<file path="config.mk">
export PLATFORM = sky130hd
export DESIGN_NAME = hsk_port
export DESIGN_NICKNAME = d
export VERILOG_FILES = /design/src/rtl/hsk_pkg.sv /design/src/rtl/hsk_sync.sv /design/src/rtl/hsk_rx.sv /design/src/rtl/hsk_tx.sv /design/src/rtl/hsk_port.sv
export SDC_FILE = /design/constraint.sdc
export NUM_CORES = 1
export LEC_CHECK = 0
export BUFFER_PORTS_ARGS = -buffer_cell sky130_fd_sc_hd__buf_2
export CORE_UTILIZATION = 35
export CTS_BUF_LIST = sky130_fd_sc_hd__clkbuf_8
export DETAILED_ROUTE_END_ITERATION = 10
export PLACE_DENSITY = 0.6
export SLEW_MARGIN = 20
export SYNTH_ARGS = -nofsm -noshare
export SYNTH_HDL_FRONTEND = slang
export SYNTH_SLANG_ARGS = --single-unit
</file>
<file path="constraint.sdc">
create_clock -name clk -period 2.25 [get_ports clk]
set_input_delay 0.225 -clock clk [delete_from_list [all_inputs] [get_ports clk]]
set_output_delay 0.225 -clock clk [all_outputs]
set_load 0.02 [all_outputs]
</file>
<file path="src/rtl/hsk_pkg.sv">
package hsk_pkg;
  typedef enum logic [0:0] {
    RX_OPEN,
    RX_HELD
  } rx_st_t;

  typedef enum logic [1:0] {
    TX_IDLE,
    TX_SETUP,
    TX_STROBE,
    TX_DRAIN
  } tx_st_t;
endpackage

</file>
<file path="src/rtl/hsk_sync.sv">
module hsk_sync #(
  parameter int   STAGES  = 2,
  parameter logic RST_VAL = 1'b1
) (
  input  logic clk,
  input  logic rst_n,
  input  logic d,
  output logic q
);
  logic [STAGES-1:0] chain_q;
  logic [STAGES-1:0] chain_d;

  generate
    for (genvar gi = 0; gi < STAGES; gi++) begin : g_stage
      if (gi == 0) begin : g_first
        assign chain_d[gi] = d;
      end else begin : g_next
        assign chain_d[gi] = chain_q[gi-1];
      end
    end
  endgenerate

  always_ff @(posedge clk or negedge rst_n) begin
    if (!rst_n) chain_q <= {STAGES{RST_VAL}};
    else        chain_q <= chain_d;
  end

  assign q = chain_q[STAGES-1];
endmodule

</file>
<file path="src/rtl/hsk_rx.sv">
module hsk_rx
  import hsk_pkg::*;
#(
  parameter int DATA_W = 8
) (
  input  logic              clk,
  input  logic              rst_n,
  input  logic              active,
  input  logic              dav_s,
  input  logic [DATA_W-1:0] pad_din,
  input  logic              rd_en,
  output logic              rdy_o,
  output logic [DATA_W-1:0] rx_data,
  output logic              rx_valid
);
  rx_st_t            st_q, st_d;
  logic              dav_prev_q;
  logic              dav_fall;
  logic              cap_en;
  logic              valid_q, valid_d;
  logic [DATA_W-1:0] data_q;

  assign dav_fall = dav_prev_q & ~dav_s;

  always_comb begin
    st_d   = st_q;
    cap_en = 1'b0;
    if (!active) begin
      st_d = RX_OPEN;
    end else begin
      case (st_q)
        RX_OPEN: if (dav_fall) begin
          st_d   = RX_HELD;
          cap_en = 1'b1;
        end
        RX_HELD: if (dav_s) st_d = RX_OPEN;
        default: st_d = RX_OPEN;
      endcase
    end
  end

  always_comb begin
    if (cap_en)     valid_d = 1'b1;
    else if (rd_en) valid_d = 1'b0;
    else            valid_d = valid_q;
  end

  always_ff @(posedge clk or negedge rst_n) begin
    if (!rst_n) begin
      st_q       <= RX_OPEN;
      dav_prev_q <= 1'b1;
      valid_q    <= 1'b0;
    end else begin
      st_q       <= st_d;
      dav_prev_q <= dav_s;
      valid_q    <= valid_d;
    end
  end

  always_ff @(posedge clk or negedge rst_n) begin
    if (!rst_n)      data_q <= '0;
    else if (cap_en) data_q <= pad_din;
  end

  assign rdy_o    = (st_q == RX_OPEN);
  assign rx_data  = data_q;
  assign rx_valid = valid_q;
endmodule

</file>
<file path="src/rtl/hsk_tx.sv">
module hsk_tx
  import hsk_pkg::*;
#(
  parameter int DATA_W = 8
) (
  input  logic              clk,
  input  logic              rst_n,
  input  logic              active,
  input  logic              rdy_s,
  input  logic              wr_en,
  input  logic [DATA_W-1:0] wr_data,
  output logic [DATA_W-1:0] dout,
  output logic              dav_n_o,
  output logic              busy
);
  tx_st_t            st_q, st_d;
  logic              load_en;
  logic [DATA_W-1:0] dout_q;

  always_comb begin
    st_d    = st_q;
    load_en = 1'b0;
    if (!active) begin
      st_d = TX_IDLE;
    end else begin
      case (st_q)
        TX_IDLE: if (wr_en) begin
          st_d    = TX_SETUP;
          load_en = 1'b1;
        end
        TX_SETUP:  if (rdy_s)  st_d = TX_STROBE;
        TX_STROBE: if (!rdy_s) st_d = TX_DRAIN;
        TX_DRAIN:  if (rdy_s)  st_d = TX_IDLE;
        default:               st_d = TX_IDLE;
      endcase
    end
  end

  always_ff @(posedge clk or negedge rst_n) begin
    if (!rst_n) st_q <= TX_IDLE;
    else        st_q <= st_d;
  end

  always_ff @(posedge clk or negedge rst_n) begin
    if (!rst_n)       dout_q <= '0;
    else if (load_en) dout_q <= wr_data;
  end

  assign dout    = dout_q;
  assign dav_n_o = (st_q != TX_STROBE);
  assign busy    = (st_q != TX_IDLE);
endmodule

</file>
<file path="src/rtl/hsk_port.sv">
module hsk_port #(
  parameter int DATA_W      = 8,
  parameter int SYNC_STAGES = 2
) (
  input  logic              clk,
  input  logic              rst_n,
  input  logic              hs_en,
  input  logic              dir_hi_in,
  input  logic              dir_lo_in,
  input  logic [DATA_W-1:0] pad_din,
  output logic [DATA_W-1:0] pad_dout,
  output logic [DATA_W-1:0] pad_oe,
  input  logic              dav_n_in,
  output logic              dav_n_out,
  output logic              dav_oe,
  input  logic              rdy_in,
  output logic              rdy_out,
  output logic              rdy_oe,
  input  logic              wr_en,
  input  logic [DATA_W-1:0] wr_data,
  output logic              wr_busy,
  input  logic              rd_en,
  output logic [DATA_W-1:0] rd_data,
  output logic              rd_valid
);
  localparam int HALF = DATA_W / 2;
  localparam int UPPER = DATA_W - HALF;

  logic rx_active;
  logic tx_active;
  logic lo_dir_eff;
  logic dav_s;
  logic rdy_s;

  assign rx_active  = hs_en & dir_hi_in;
  assign tx_active  = hs_en & ~dir_hi_in;
  assign lo_dir_eff = hs_en ? dir_hi_in : dir_lo_in;

  assign pad_oe = {{UPPER{~dir_hi_in}}, {HALF{~lo_dir_eff}}};
  assign dav_oe = tx_active;
  assign rdy_oe = rx_active;

  hsk_sync #(.STAGES(SYNC_STAGES), .RST_VAL(1'b1)) u_dav_sync (
    .clk (clk),
    .rst_n (rst_n),
    .d   (dav_n_in),
    .q   (dav_s)
  );

  hsk_sync #(.STAGES(SYNC_STAGES), .RST_VAL(1'b1)) u_rdy_sync (
    .clk (clk),
    .rst_n (rst_n),
    .d   (rdy_in),
    .q   (rdy_s)
  );

  hsk_rx #(.DATA_W(DATA_W)) u_rx (
    .clk      (clk),
    .rst_n    (rst_n),
    .active   (rx_active),
    .dav_s    (dav_s),
    .pad_din  (pad_din),
    .rd_en    (rd_en),
    .rdy_o    (rdy_out),
    .rx_data  (rd_data),
    .rx_valid (rd_valid)
  );

  hsk_tx #(.DATA_W(DATA_W)) u_tx (
    .clk     (clk),
    .rst_n   (rst_n),
    .active  (tx_active),
    .rdy_s   (rdy_s),
    .wr_en   (wr_en),
    .wr_data (wr_data),
    .dout    (pad_dout),
    .dav_n_o (dav_n_out),
    .busy    (wr_busy)
  );
endmodule

</file>
Word level (Yosys, flattened, before mapping) --
Cells that the tools add are included.
Word-level totals: bits in registers 25, latch bits 0, bits in writable memories 0, memory bits (read-only) 0, input bits 25, output and inout bits 30, logic and storage cells 45, memories 0
Operators by class: $add $sub $neg 0, multiply operators 0, divide/modulo/power cells 0, $lt $le $gt $ge 0, equality and inequality tests 8, shift operators 0, muxes and demuxes 18, bitwise gates (word level) 7, reductions and logical operators 4
Operator list (number):
- $ne A3 B3 Y1 const B | 4
- $mux W1 | 11
- $mux W2 | 5
- $pmux W2 S4 | 1
- $eq A2 B2 Y1 const B | 2
- $not A1 Y1 | 4
- $reduce_and A4 Y1 | 1
- $reduce_bool A2 Y1 | 2
- $and A1 B1 Y1 | 3
- $eq A2 B1 Y1 const B | 1
- $logic_not A2 Y1 | 1
- $ne A2 B2 Y1 const B | 1
- $pmux W1 S2 | 1

Depth between registers and ports, before layout --
word-level depth 6, depth in mapped cells 5, gate-level depth less buffers 5

Cells and area by module --
Synthesis repeated with hierarchy kept, for this count alone.
Unflattened totals: cell total of the unflattened synthesis 76, area total of the unflattened synthesis 1109.8 um^2
Modules (own cells, without submodules):
- hsk_tx | instances 1, cells an instance 36, area each 485.5 um^2, sequential area each 250.2 um^2
- hsk_rx | instances 1, cells an instance 26, area each 447.9 um^2, sequential area each 276.5 um^2
- hsk_sync | instances 2, cells an instance 2, area each 52.6 um^2, sequential area each 52.6 um^2
- hsk_port | instances 1, cells an instance 10, area each 71.3 um^2, sequential area each 0.0 um^2

Worst setup path before layout --
No wires, ideal clock.
kind reg2reg, start reg u_rx.dav_prev_q, end reg u_rx.data_q[0] (netlist: u_rx.rx_data[0]), library setup time 0.125 ns, data arrival time 1.291 ns, data required time 2.125 ns, path slack 0.834 ns, stages on the path, launching flop included 3, path buffers 0, period minus slack after synthesis 1.416 ns, path through dfstp_2 > nor4b_4 > mux2_2
On the way: longest elaborated chain between the ends 4
Ends and longest elaborated chain:
- start, declared | RTL line hsk_rx.sv:17 | logic dav_prev_q;
- start signal, assigned | RTL line hsk_rx.sv:55 | dav_prev_q <= dav_s;
- $and A1 B1 Y1 | RTL line hsk_rx.sv:23 | assign dav_fall = dav_prev_q & ~dav_s;
- $mux W1 | RTL line hsk_rx.sv:32 | RX_OPEN: if (dav_fall) begin
- $mux W1 | RTL line hsk_rx.sv:31 | case (st_q)
- $mux W1 | RTL line hsk_rx.sv:28 | if (!active) begin
- end signal, assigned | RTL line hsk_rx.sv:62 | else if (cap_en) data_q <= pad_din;
- end, declared | RTL line hsk_rx.sv:21 | logic [DATA_W-1:0] data_q;
Every way passes these cells. A chain may end at the register's enable or synchronous reset.

Final worst setup path --
start reg u_rx.dav_prev_q, end reg u_rx.data_q[1] (netlist: u_rx.rx_data[1])
The elaborated chain is that of the path after synthesis.

==> qor.yml <==
clock-sinks: 25
cts_resized: 0
violations: "DRC"
antenna_cells: 0
fin_crit_sh_pct: 67.7
rrSetupSlack_ns: 0.73
yosysWarnings: 0
slew_viol_final: 0
period_needed_ns: 1.52
whs_ns: 0.0534
ys_top_cells_by_area: "dfrtp_1 (46%), mux2_2 (17%), dfstp_2 (12%), ha_1 (5.8%), buf_4 (4.2%)"
fmax_ghz: 0.657
place_area_um2: 1340
nets: 162
min_path_type: "input port to register"
p_leak_uw: 0.000727
avgRoutedWirePerCell_um: 11.1
rsz0062_at_grt: "no"
r2r_cells: 2
synth_commonest_cells: "dfrtp_1 (20), mux2_2 (16), inv_1 (9), buf_4 (6)"
slowest_stage: "dfstp_2"
die_w_um: 57.6
syn-cell-area_um2: 1080
seq_area_frac_synth_pct: 58.4
antenna_left: 0
stdcell_count: 162
via_count: 741
ioPinCount: 55
hold_start: "dav_n_in"
drv_cap: 0
crit_required_ns: 2.40
core_region_area_um2: 2850
cts_setup_buffers: 0
floorplan.die_area_um2: 3320
synthDistinctLibCells: 19
first_global_vias: 704
arrival_ns: 1.67
antenna_found_initial: 0
pre_cts_ws_ns: 0.704
critPathBufInv: 0
dr.pass1.iters: 10
h-tree-depth: 1
startpoint_type: "register"
reg2reg_to: "u_rx.rx_data[1]"
clk_path_buf_depth: 2
fin_area_um2: 1400
async_flop_share_pct: 100
hpwl_mm: 1.49
syn-num-nets: 109
vias_per_cell: 4.57
hold_violations: 0
cts-root-buf: "clkbuf_8"
relSlewSlack_pct: 62.3
detail_route.iter0.violations: 8
gp_congestion: 0.738
slowest_delay_ns: 0.53
hold_end: "u_dav_sync.chain_q[0]"
area_growth_pct: 29.1
netlist_instances: 79
synth_top_cell_by_area: "dfrtp_1"
synth_flop_cell: "dfrtp_1"
grt_max_degree: 26
grt_util_all_layers_pct: 12.0
worst_path_dominant_cell_family: "flip-flops"
cts_tree: "yes"
synth_most_common_cell: "dfrtp_1"
final_layout_size_suffix_gt1_share_pct: 64.1
numPortBuffers: 54
setup_ws_ns: 0.728
hold_depth: 1
insertion_delay_ns: 0.26
die_height_um: 57.6
wl_mm: 1.80
path_cells: "nor4b_4 -> mux2_2"
status: "finished, violations left"
peakVddDrop_v: 0.000520
clk_pin_slew_worst_paths_ns: 0.08
synth_top_area_share_pct: 46.2
ys_seq_elements: 25
avgSynthCellArea_um2: 13.7
tns_ns: 0
fp-row-count: 19
worstMarginPinSlew_ns: 0.563
power_density_nw_per_um2: 810
initial_utilization_pct: 37.9
crit_path_max_fanout: 9
grt_pass1_wl_mm: 2.99
synth_edf_count: 0
ctsHoldBuffers: 1
r2r_start: "u_rx.dav_prev_q"
drc_errors: 3
cts_buffers: 3
critPathKind: "register to register"
finalSetupViolations: 0
skew_ns: 0.00126
overflow: 0
cp-end-kind: "register"
place_inst: 157
==> registers in the layout, summed over array words and instances, names as in the netlist <==
signal,flops
u_rx.rx_data,8
u_tx.dout,8
u_dav_sync.chain_q,2
u_rdy_sync.chain_q,2
u_tx.st_q,2
u_rx.dav_prev_q,1
u_rx.rx_valid,1
u_rx.st_q,1
==> stage by stage <==
| stage | utilization [%] | power (uW) |
|---|---|---|
| final | 49.0 | 1130 |
| after global routing | 49.0 | 1200 |
| after CTS | 49.0 | 1150 |
| after detailed placement | 47.0 | 893 |
| after global placement | 47.0 | 885 |
| after floorplan | - | 774 |
==> routing by layer <==
layer / share of wire [%] / up-vias / wire, um / global-route usage, %
li1: - / 357 / - / -
met1: 41 / 342 / 740 / 13.7
met2: 49 / 38 / 874 / 20.1
met3: 8.1 / 4 / 146 / 3.13
met4: 2.0 / 0 / 36 / 7.32
met5: 0 / - / 0 / 0
==> cells in the final DEF (no fill, tap or decap), types with 2 or more instances in the layout <==
cell type  count
buf_2         54
dfrtp_1       20
mux2_2        16
inv_1          9
ha_1           5
dfstp_2        5
nand2_1        4
clkbuf_8       3
nor2_1         2
mux2i_1        2
==> layout make-up <==
| cell class | count | area (um^2) |
|---|---|---|
| Inverter | 9 | 33.8 |
| Tap cell | 31 | 38.8 |
| Sequential cell | 25 | 632 |
| Timing Repair Buffer | 55 | 280 |
| Multi-Input combinational cell | 38 | 367 |
| Clock inverter | 1 | 5.00 |
| Fill cell | 278 | 1460 |
| Clock buffer | 3 | 41.3 |
==> report_power, final <==
part           total, uW  switching (uW)  internal (uW)
logic                316             182            133
clock network        253             130            123
registers            564            36.7            527
total               1130             349            784
==> worst register-to-register path, cell delays in order (launching register included) <==
cell and delay [ns]:
dfstp_2 0.53, nor4b_4 0.48, mux2_2 0.40
==> kinds of logic after synthesis <==
family | count (synthesis) | synth area share [%]
muxes | 18 | 18.5
AOI/OAI and AO/OA | 4 | 2.54
DFF | 25 | 58.4
adders and majority gates | 5 | 5.78
and+or+nand+nor | 11 | 7.05
buffers and inverters | 16 | 7.74
==> worst max path at each step <==
stage / from / endpoint / depth (start not counted)
final: u_rx.dav_prev_q / u_rx.rx_data[1] / 2
after global routing: u_rx.dav_prev_q / u_rx.rx_data[1] / 2
after detailed placement: u_rx.dav_prev_q / u_rx.rx_data[1] / 2
after floorplan: u_rx.dav_prev_q / u_rx.rx_data[0] / 2
after global placement: u_rx.dav_prev_q / u_rx.rx_data[6] / 2
after CTS: u_rx.dav_prev_q / u_rx.rx_data[5] / 2
Power figures use the tool's default switching activity.
